==> config.mk <==
export PLATFORM = sky130hd
export DESIGN_NAME = wdog_steer
export DESIGN_NICKNAME = d
export VERILOG_FILES = /design/src/rtl/wdog_pkg.sv /design/src/rtl/wdog_kick_sync.sv /design/src/rtl/wdog_countdown.sv /design/src/rtl/wdog_pulse_gen.sv /design/src/rtl/wdog_steer.sv
export SDC_FILE = /design/constraint.sdc
export NUM_CORES = 1
export LEC_CHECK = 0
export ABC_AREA = 1
export ABC_CLOCK_PERIOD_IN_PS = 2800
export BUFFER_PORTS_ARGS = -buffer_cell sky130_fd_sc_hd__buf_4
export CORE_MARGIN = 3
export CORE_UTILIZATION = 32
export DETAILED_ROUTE_END_ITERATION = 10
export GPL_ROUTABILITY_DRIVEN = 1
export MAX_ROUTING_LAYER = met4
export SLEW_MARGIN = 0
export SYNTH_ARGS = -nofsm -noshare
export SYNTH_HDL_FRONTEND = slang
export SYNTH_HIERARCHICAL = 1
export SYNTH_SLANG_ARGS = --single-unit
==> constraint.sdc <==
create_clock -name clk -period 2.8 [get_ports clk]
set_clock_uncertainty 0.05 [all_clocks]
set_input_delay 0.28 -clock clk [delete_from_list [all_inputs] [get_ports clk]]
set_output_delay 0.28 -clock clk [all_outputs]
set_load 0.01 [all_outputs]
==> src/rtl/wdog_pkg.sv <==
// Shared constants, types and the period computation for the watchdog.
package wdog_pkg;
    localparam int MULT_W  = 5;
    localparam int RES_W   = 2;
    localparam int AUX_W   = 4;
    // Largest load is max multiplier shifted by 2*max resolution code.
    localparam int CNT_W   = MULT_W + 2 * ((1 << RES_W) - 1);

    typedef enum logic [1:0] {
        ADDR_CTRL  = 2'd0,
        ADDR_FLAGS = 2'd1,
        ADDR_AUX   = 2'd2,
        ADDR_NONE  = 2'd3
    } reg_addr_e;

    typedef struct packed {
        logic              steer;
        logic [MULT_W-1:0] mult;
        logic [RES_W-1:0]  res;
    } wd_ctrl_t;

    // Period in ticks: multiplier times 4**res.
    function automatic logic [CNT_W-1:0] wd_period(input wd_ctrl_t c);
        logic [CNT_W-1:0] m;
        m = {{(CNT_W-MULT_W){1'b0}}, c.mult};
        return m << {c.res, 1'b0};
    endfunction
endpackage

==> src/rtl/wdog_kick_sync.sv <==
// Brings the asynchronous kick input into the clock domain and flags any edge.
// Assumes kick_in may change at any time; the edge pulse is one clock wide.
module wdog_kick_sync #(
    parameter int STAGES = 2
) (
    input  logic clk,
    input  logic rst_n,
    input  logic kick_in,
    output logic kick_edge
);
    logic [STAGES:0] chain_q;

    // Shift the input through the synchronizer and one history flop.
    always_ff @(posedge clk) begin
        if (!rst_n) chain_q <= '0;
        else        chain_q <= {chain_q[STAGES-1:0], kick_in};
    end

    assign kick_edge = chain_q[STAGES] ^ chain_q[STAGES-1];
endmodule

==> src/rtl/wdog_countdown.sv <==
// Tick countdown: reloads on restart, decrements on ticks, and reports expiry
// when the last tick is consumed. Assumes a zero load means disabled.
module wdog_countdown import wdog_pkg::*; (
    input  logic             clk,
    input  logic             rst_n,
    input  logic             tick_en,
    input  logic             restart,
    input  logic [CNT_W-1:0] load_val,
    output logic             expire
);
    logic [CNT_W-1:0] cnt_q;

    // A restart wins over a tick; the count holds at zero once spent.
    always_ff @(posedge clk) begin
        if (!rst_n)                       cnt_q <= '0;
        else if (restart)                 cnt_q <= load_val;
        else if (tick_en && cnt_q != '0)  cnt_q <= cnt_q - 1'b1;
    end

    assign expire = tick_en && !restart &&
                    (cnt_q == {{(CNT_W-1){1'b0}}, 1'b1});
endmodule

==> src/rtl/wdog_pulse_gen.sv <==
// Fixed-width active-low pulse. A trigger (re)starts a pulse of WIDTH cycles.
module wdog_pulse_gen #(
    parameter int WIDTH = 16
) (
    input  logic clk,
    input  logic rst_n,
    input  logic trigger,
    output logic pulse_n
);
    localparam int PW = $clog2(WIDTH + 1);
    localparam logic [PW-1:0] LOADV = PW'(WIDTH);

    logic [PW-1:0] left_q;

    // Load the width on a trigger, otherwise run down to idle.
    always_ff @(posedge clk) begin
        if (!rst_n)              left_q <= '0;
        else if (trigger)        left_q <= LOADV;
        else if (left_q != '0)   left_q <= left_q - 1'b1;
    end

    assign pulse_n = (left_q == '0);
endmodule

==> src/rtl/wdog_steer.sv <==
// Watchdog top: control, flag and sibling enable registers, the restart logic,
// the steering of a timeout to an interrupt level or a reset pulse, and the
// sharing of the interrupt output with the frequency-test waveform.
// Assumes tick_en is one clock wide at 16 Hz and reads are single strobes.
module wdog_steer import wdog_pkg::*; #(
    parameter int PULSE_CYC = 16
) (
    input  logic             clk,
    input  logic             rst_n,
    input  logic             tick_en,
    input  logic             kick_in,
    input  logic             bus_wr,
    input  logic             bus_rd,
    input  logic [1:0]       bus_addr,
    input  logic [7:0]       bus_wdata,
    output logic [7:0]       bus_rdata,
    input  logic             ft_wave,
    output logic [AUX_W-1:0] aux_en,
    output logic             wd_flag,
    output logic             shared_out,
    output logic             rst_out_n
);
    localparam int SYNC_STAGES = 2;

    wd_ctrl_t         ctrl_q;
    wd_ctrl_t         wdata_ctrl;
    logic [AUX_W-1:0] aux_q;
    logic             irq_q;
    logic             flag_q;
    logic             wr_ctrl, wr_aux, rd_flags, clr_irq;
    logic             kick_edge, restart, expire, reset_hit;
    logic             wd_owns;
    logic [CNT_W-1:0] load_val;

    assign wdata_ctrl = wd_ctrl_t'(bus_wdata);
    assign wr_ctrl    = bus_wr && (bus_addr == ADDR_CTRL);
    assign wr_aux     = bus_wr && (bus_addr == ADDR_AUX);
    assign rd_flags   = bus_rd && (bus_addr == ADDR_FLAGS);
    assign clr_irq    = wr_ctrl && (bus_wdata == 8'h00);
    assign restart    = wr_ctrl || kick_edge;
    assign load_val   = wr_ctrl ? wd_period(wdata_ctrl) : wd_period(ctrl_q);
    assign reset_hit  = expire && ctrl_q.steer;

    wdog_kick_sync #(.STAGES(SYNC_STAGES)) i_kick (
        .clk       (clk),
        .rst_n     (rst_n),
        .kick_in   (kick_in),
        .kick_edge (kick_edge)
    );

    wdog_countdown i_count (
        .clk      (clk),
        .rst_n    (rst_n),
        .tick_en  (tick_en),
        .restart  (restart),
        .load_val (load_val),
        .expire   (expire)
    );

    wdog_pulse_gen #(.WIDTH(PULSE_CYC)) i_pulse (
        .clk     (clk),
        .rst_n   (rst_n),
        .trigger (reset_hit),
        .pulse_n (rst_out_n)
    );

    // Control register: software write, wiped by a reset-steered timeout.
    always_ff @(posedge clk) begin
        if (!rst_n)         ctrl_q <= '0;
        else if (wr_ctrl)   ctrl_q <= wdata_ctrl;
        else if (reset_hit) ctrl_q <= '0;
    end

    // Sibling enables: software write, wiped by a reset-steered timeout.
    always_ff @(posedge clk) begin
        if (!rst_n)         aux_q <= '0;
        else if (wr_aux)    aux_q <= bus_wdata[AUX_W-1:0];
        else if (reset_hit) aux_q <= '0;
    end

    // Interrupt level: set by an interrupt-steered timeout, cleared by a zero write.
    always_ff @(posedge clk) begin
        if (!rst_n)                        irq_q <= 1'b0;
        else if (clr_irq)                  irq_q <= 1'b0;
        else if (expire && !ctrl_q.steer)  irq_q <= 1'b1;
    end

    // Watchdog flag: set on any timeout, which beats a clearing read.
    always_ff @(posedge clk) begin
        if (!rst_n)        flag_q <= 1'b0;
        else if (expire)   flag_q <= 1'b1;
        else if (rd_flags) flag_q <= 1'b0;
    end

    // Output sharing: an armed interrupt-steered watchdog suppresses frequency test.
    assign wd_owns    = irq_q || (!ctrl_q.steer && ctrl_q.mult != '0);
    assign shared_out = wd_owns ? irq_q : (aux_q[0] && ft_wave);

    // Read mux for the register port.
    always_comb begin
        unique case (bus_addr)
            ADDR_CTRL:  bus_rdata = ctrl_q;
            ADDR_FLAGS: bus_rdata = {flag_q, 7'b0};
            ADDR_AUX:   bus_rdata = {{(8-AUX_W){1'b0}}, aux_q};
            default:    bus_rdata = 8'h00;
        endcase
    end

    assign aux_en  = aux_q;
    assign wd_flag = flag_q;
endmodule

==> results of run 1 <==
## stage by stage
| stage | hold slack [ps] | setup slack [ps] | utilization |
|---|---|---|---|
| 2_1_floorplan | 323 | 706 | - |
| 3_3_place_gp | 338 | 622 | 0.385 |
| 3_5_place_dp | 351 | 485 | 0.385 |
| 4_1_cts | 130 | 704 | 0.403 |
| 5_1_grt | 132 | 532 | 0.403 |
| 6_report | 133 | 747 | 0.403 |
## layout by cell type, fill, tap and decap left out, drive strengths merged, types with 2 or more instances in the layout
cell,synthesis,final
dfxtp,33,33
a21oi,25,25
nor3,2,2
xor2,2,2
nand3,51,51
or2,3,3
ha,3,3
o21ai,25,25
clkbuf,5,7
buf,6,32
nand4,8,8
inv,56,56
nor2,36,36
nand2,108,108
## path summary, 6_finish.rpt
path                                     start                           end  slack, ps  cells after the start
setup / recovery  i_kick/chain_q[1]$_SDFF_PN0_            irq_q$_SDFFE_PP0P_        750                      9
hold / removal                         kick_in  i_kick/chain_q[0]$_SDFF_PN0_        130                      3
setup reg to reg  i_kick/chain_q[1]$_SDFF_PN0_            irq_q$_SDFFE_PP0P_        750                      9
hold reg to reg   i_kick/chain_q[0]$_SDFF_PN0_  i_kick/chain_q[1]$_SDFF_PN0_        370                      2
## where the power goes
part           leakage (nW)  internal, mW  switching (mW)
Clock                0.0585         0.290           0.177
Combinational         0.970         0.279           0.452
Sequential            0.270         0.542          0.0705
Total                  1.30          1.11           0.700
## flip-flops by register name, indices dropped and copies added (netlist names)
register / flops
irq_q: 1
ctrl_q: 8
wd_flag: 1
i_pulse/left_q: 5
i_kick/chain_q: 3
i_count/cnt_q: 11
aux_en: 4
## worst max-delay path: stages, from the launching register on
cell     delay [ps]
dfxtp_1         350
inv_1            50
nand2_1          50
nand2_1          80
or2_1           390
nor4_1          490
inv_1           160
o21ai_0         190
nand2_1          70
a21oi_1         120
## area by class of cell
class | count | area [um^2]
flip-flops and latches | 33 | 661
well taps | 93 | 116
inverters | 57 | 219
clock buffers | 7 | 86.3
fillers | 736 | 3920
repair buffers | 32 | 240
multi-input cells | 268 | 1290
clock inverters | 1 | 30.0
## logic make-up (layout without fill, tap and decap cells)
logic type / count (synthesis) / count (layout) / synth area share
adder cells (fa/ha/maj): 3 / 3 / 0.0168
flip-flops: 33 / 33 / 0.295
AO/OA/AOI/OAI: 52 / 52 / 0.118
XOR/XNOR: 3 / 3 / 0.0117
buffers and inverters: 68 / 97 / 0.128
AND/OR/NAND/NOR: 210 / 210 / 0.430
## per-layer routing
layer | global-route usage | wire length [um]
met3 | 0.0255 | 281
met4 | 0.0514 | 99
met5 | - | 0
met1 | 0.222 | 2900
met2 | 0.237 | 2600
==> key figures, run 1 <==
CTS
  – Worst skew pair latency: a little under 300 ps
  – CTS tree: done
  – Sink Count: 33
  – Setup Buffers After CTS: 0
  – Root buf cell: clkbuf_8
  – CTS Buffer Depth: 2
  – CTS H-tree lvls: 2
  – Resized cells post-CTS: 0
  – # hold bufs at CTS: 0
  – Total CTS buffers: 5
  – Clk pin slew, worst setup/hold paths: ~70 ps

Synthesis
  – Synth top area cells: dfxtp_1 (29%), nand2_1 (17%), nand3_1 (11%), inv_1 (8.9%), a21oi_1 (5.6%)
  – Post-Syn Instances: 369
  – Register area share after synthesis: 0.295
  – Synth warn: 6
  – Synth Flop Type: dfxtp_1
  – Yosys reg bits: 33
  – Yosys top cell by area: dfxtp_1
  – Post-synth top cells: nand2_1 (103), inv_1 (53), nand3_1 (50)
  – Post-synth EDFFs: 0
  – Post-synth ARST share: 0
  – Mapped Area: about 0.0022 mm^2
  – Distinct cell type count after synthesis: 32
  – Syn_area_per_cell: a little over 6 um^2
  – Share of the synthesized area in the top cell type: 0.295
  – Most frequent cell after synthesis: nand2_1
  – Post-Syn Nets: just under 400

STA
  – RSZ-0062 raised after global routing: false
  – Final hold vios: 0
  – FMAX: approximately 0.49 GHz
  – Final Setup Violations: 0
  – Post-route setup TNS: 0 ps
  – Tcrit/Tclk final: 0.733
  – Max_slew headroom: 0.710
  – Final Critical Period: a little over 2000 ps
  – Final count of pins violating max slew: 0
  – Worst slew pin tran: about 430 ps

Place
  – Dpl hpwl: 4.62 mm
  – Placed cells: 483
  – Post-DP Area: 0.00253 mm^2
  – PortBufs: 31
  – RePlAce Congestion: 0.844

GRT
  – Initial antenna violation count: 0
  – Global-route wire length before repair: 9.74 mm
  – Total GRT Usage: 0.160
  – Number of global-route vias before repair: around 2,100
  – Global route overflow: 0
  – Largest net degree at the start of global routing: 21

Power
  – Leakage: between 1 and 1.5 nW
  – Pwr Total: 1.81 mW
  – Power density over cell area: 685 mW/mm^2
  – VDD IR max: between 0.0002 and 0.00025 V

Final layout
  – Final net count: 417
  – Design Area, Final: about 0.0026 mm^2
  – Ant. Diodes: 0
  – Share of layout cells above drive strength 1: 0.138
  – Final Non-Filler Cells: between 400 and 500
  – Area delta synth->final: 18.1%

Routing
  – Vias per cell: slightly below 5
  – DR pass1 iterations: 4
  – Drt wl/cell: about 12 um
  – DRC Markers: 0
  – Wirelength, routed: a little under 6 mm
  – DRT antenna net count: 0
  – Via Count: 2,376
  – 1st-iter DRT viols: around 130

Worst setup path
  – Setup crit start kind: register
  – WP data required: about 3000 ps
  – CP Capture Type: register
  – CP Max Fanout: 13
  – CP arrival: around 2200 ps
  – CP Class: register to register

Die
  – Die ar.: ~0.0080 mm^2
  – Starting Density: 0.341
  – Io pins: 32
  – Area of the core: between 0.006 and 0.007 mm^2
  – # rows: 29
  – Die height: roughly 90 um
  – Die W: ~90 um

Flow run
  – Max-Cap Viols: 0

Status
  – Status: complete, no violations

Min path
  – Hold crit path type: primary input to register
(Power assumes the default switching activity.)
==> run 2, diff against run 1 <==
--- a/config.mk
+++ b/config.mk
@@ -5,8 +5,8 @@
 export SDC_FILE = /design/constraint.sdc
 export NUM_CORES = 1
 export LEC_CHECK = 0
-export ABC_AREA = 1
-export ABC_CLOCK_PERIOD_IN_PS = 2800
+export ABC_AREA = 0
+export ABC_CLOCK_PERIOD_IN_PS = 2100
 export BUFFER_PORTS_ARGS = -buffer_cell sky130_fd_sc_hd__buf_4
 export CORE_MARGIN = 3
 export CORE_UTILIZATION = 32
==> constraint.sdc (replaced) <==
create_clock -name clk -period 2.1 [get_ports clk]
set_clock_uncertainty 0.05 [all_clocks]
set_input_delay 0.21 -clock clk [delete_from_list [all_inputs] [get_ports clk]]
set_output_delay 0.21 -clock clk [all_outputs]
set_load 0.01 [all_outputs]
==> run 2 against run 1 <==
Against the previous run:
- synthesized cell count shrank 33%
- utilization shrank 1.3 points
- worst hold slack lost 42 ps
- synthesized area shrank 4.5%
- flip-flop and latch count is the same
- register-to-register slack lost 470 ps
- routed wire length shrank 6.4%
- sequential share of layout area grew 1.4 points
- largest cell class unchanged
- non-clock buffer count grew 7
- critical path depth shrank 4
==> key figures, run 2 <==
Synthesis
  – Simple-gate share of the synthesized area: 0.287
  – Post-synth ARST share: 0
  – Post-Synth XOR/XNOR Area: 0.0246
  – Post-synth top cells: dfxtp_1 (33), nand2_1 (19), nor2_1 (17)
  – Compound-cell area share of the yosys netlist: 0.226
  – Distinct cell type count after synthesis: slightly above 60
  – Synth warn: 6
  – Yosys top cell by area: dfxtp_1
  – Post-Synth Adder-Cell Area: 0.0176
  – Largest family of logic cells by synthesized area: simple AND/OR/NAND/NOR gates
  – Post-synthesis mux area share: 0.0585
  – Yosys reg bits: 33
  – Post-Syn Instances: about 250
  – Mapped Area: between 0.002 and 0.0025 mm^2
  – Syn_area_per_cell: 8.66 um^2
  – Post-Syn Nets: approximately 270
  – Post-synth EDFFs: 0
  – Most frequent cell after synthesis: dfxtp_1
  – Register area share after synthesis: 0.309
  – Share of the synthesized area in the top cell type: 0.309
  – Synth Flop Type: dfxtp_1
  – Synth top area cells: dfxtp_1 (31%), a21boi_0 (4.2%), buf_6 (4.2%), mux2i_1 (3.7%), nand3_1 (3.5%)

STA
  – Final Setup Violations: 0
  – Final hold vios: 0
  – Post-route setup TNS: 0 ps
  – WHS: 90.5 ps
  – Worst slew pin tran: 515 ps
  – Tcrit/Tclk final: 0.903
  – RSZ-0062 raised after global routing: false
  – PnR worst setup slack: between 200 and 250 ps
  – Final count of pins violating max slew: 0
  – FMAX: roughly 0.53 GHz
  – Max_slew headroom: 0.656
  – Final Critical Period: 1900 ps

Routing
  – Via Count: around 1,900
  – DRT antenna net count: 0
  – Vias per cell: roughly 5.4
  – Drt wl/cell: between 15 and 20 um
  – DR pass1 iterations: 4
  – Wirelength, routed: 5.50 mm
  – DRC Markers: 0
  – 1st-iter DRT viols: roughly 120

Min path
  – Hold crit path type: primary input to register
  – Min-Delay Path Depth: 2
  – Min-Delay Endpoint: i_kick/chain_q[0]$_SDFF_PN0_
  – Hold Crit Start: kick_in

Worst setup path
  – CP Max Fanout: 5
  – Slowest stage delay, CP: ~560 ps
  – CP Class: register to output port
  – Critical R2R Launch: i_count/cnt_q[6]$_SDFFE_PN0P_
  – Critical path's slowest cell: or4b_1
  – WP data required: about 1800 ps
  – R2R depth: 7
  – Reg-to-reg setup timing slack: 280 ps
  – Setup crit start kind: register
  – Most Frequent Cell on Critical Path: inv_1
  – CP arrival: around 1600 ps
  – CP Capture Type: output port
  – Reg2reg end: i_pulse/left_q[2]$_SDFFE_PP0P_
  – CP cell instances: inv_1 -> ha_1 -> or4b_1 -> inv_1 -> buf_4

Place
  – Dpl hpwl: around 4.1 mm
  – Placed cells: about 350
  – PortBufs: 31
  – Setup WS pre-CTS: about 220 ps
  – RePlAce Congestion: roughly 0.82

Final layout
  – Share of layout cells above drive strength 1: 0.254
  – Final Util: 0.390
  – Most common cell after layout, fill and taps aside: buf_4
  – Area of the multi-input gates: roughly 0.0013 mm^2
  – Most frequent cells in the layout: buf_4 (39), dfxtp_1 (33), nand2_1 (19), nor2_1 (17), nand3_1 (15)
  – Max reg flops: 11
  – Fill count: 650
  – Final net count: about 300
  – Final Non-Filler Cells: between 300 and 400
  – Biggest registers after layout: i_count/cnt_q (11), ctrl_q (8), i_pulse/left_q (5)
  – Ant. Diodes: 0
  – Area delta synth->final: 17.0%
  – Biggest register: i_count/cnt_q
  – Register area: 661 um^2

CTS
  – Clk pin slew, worst setup/hold paths: ~60 ps
  – Setup Buffers After CTS: 0
  – CTS H-tree lvls: 2
  – Total CTS buffers: 5
  – Resized cells post-CTS: 0
  – CTS tree: done
  – Worst skew pair latency: around 280 ps
  – # hold bufs at CTS: 0
  – Sink Count: 33
  – CTS Buffer Depth: 2
  – Root buf cell: clkbuf_8

Power
  – Power density over cell area: 749 mW/mm^2
  – Comb power frac: 0.328
  – Leakage: slightly below 1 nW
  – Seq pwr share: 0.414
  – VDD IR max: around 0.00047 V
  – Clk pwr share: 0.258
  – Internal cell power: 1.25 mW
  – P_sw: roughly 0.62 mW
  – Switching share of power: 0.332

Die
  – Starting Density: 0.333
  – Die W: 87.7 um
  – Die ar.: between 0.007 and 0.008 mm^2
  – # rows: 29
  – Io pins: 32
  – Area of the core: about 0.0064 mm^2
  – Die height: 87.7 um

GRT
  – Global route overflow: 0
  – Initial antenna violation count: 0
  – Total GRT Usage: 0.157
  – Global-route wire length before repair: 9.26 mm
  – Largest net degree at the start of global routing: 31
  – Number of global-route vias before repair: 1,862

Flow run
  – Max-Cap Viols: 0

Status
  – Status: complete, no violations
[run 2: changes by cell type after synthesis, sizes merged, moves of 5 or more]
| cell | previous run | this run |
|---|---|---|
| a21boi | 1 | 13 |
| a21oi | 25 | 9 |
| a31oi | 0 | 8 |
| and2 | 0 | 7 |
| buf | 6 | 13 |
| inv | 56 | 9 |
| mux2i | 0 | 8 |
| nand2 | 108 | 19 |
| nand3 | 51 | 15 |
| nor2 | 36 | 17 |
| nor3 | 2 | 7 |
| o21ai | 25 | 13 |
[run 2: logic make-up (layout without fill, tap and decap cells)]
group           Yosys count  after routing
compound gates           66             66
mux                      12             12
simple gates            101            101
fa+ha+maj                 3              3
buf+inv                  26             55
xor+xnor                  6              6
flops                    33             33
[run 2: worst max-delay path by stage]
| stage | startpoint | endpoint | cells after the start |
|---|---|---|---|
| floorplan | bus_addr[1] | i_pulse/left_q[3]$_SDFFE_PP0P_ | 14 |
| global placement | bus_addr[1] | i_pulse/left_q[3]$_SDFFE_PP0P_ | 11 |
| detailed placement | bus_addr[1] | i_pulse/left_q[2]$_SDFFE_PP0P_ | 11 |
| CTS | i_pulse/left_q[0]$_SDFFE_PP0P_ | rst_out_n | 5 |
| global route | i_pulse/left_q[0]$_SDFFE_PP0P_ | rst_out_n | 5 |
| finish | i_pulse/left_q[0]$_SDFFE_PP0P_ | rst_out_n | 5 |
[run 2: area by class of cell]
type	instances	share of cell area
clock buffers	7	0.0345
flip-flops and latches	33	0.264
inverters	9	0.0135
multi-input cells	188	0.533
well taps	77	0.0385
repair buffers	39	0.117
[run 2: critical path: cells and delay by family (launching register included)]
| kind | cells | cell delay, ps |
|---|---|---|
| buffers and inverters | 3 | 270 |
| adders and majority gates | 1 | 190 |
| DFF | 1 | 330 |
| and+or+nand+nor | 1 | 560 |
[run 2: metrics by stage]
step | power, mW | cell area [um^2]
floorplan | 1.26 | 2170
global placement | 1.40 | 2420
detailed placement | 1.41 | 2420
CTS | 1.90 | 2500
global route | 2.00 | 2500
finish | 1.87 | 2500
[run 2: per-layer routing]
metal / global-route usage / routed length [um]
met1: 0.205 / 2550
met2: 0.245 / 2690
met3: 0.0292 / 194
met4: 0.0474 / 71
met5: - / 0
[run 2: power by group through the flow]
stage               logic (mW)  registers (mW)  clock network [mW]
floorplan                0.483           0.772                   0
global placement         0.610           0.789                   0
detailed placement       0.617           0.789                   0
CTS                      0.621           0.776               0.501
global route             0.695           0.788               0.521
finish                   0.615           0.777               0.483
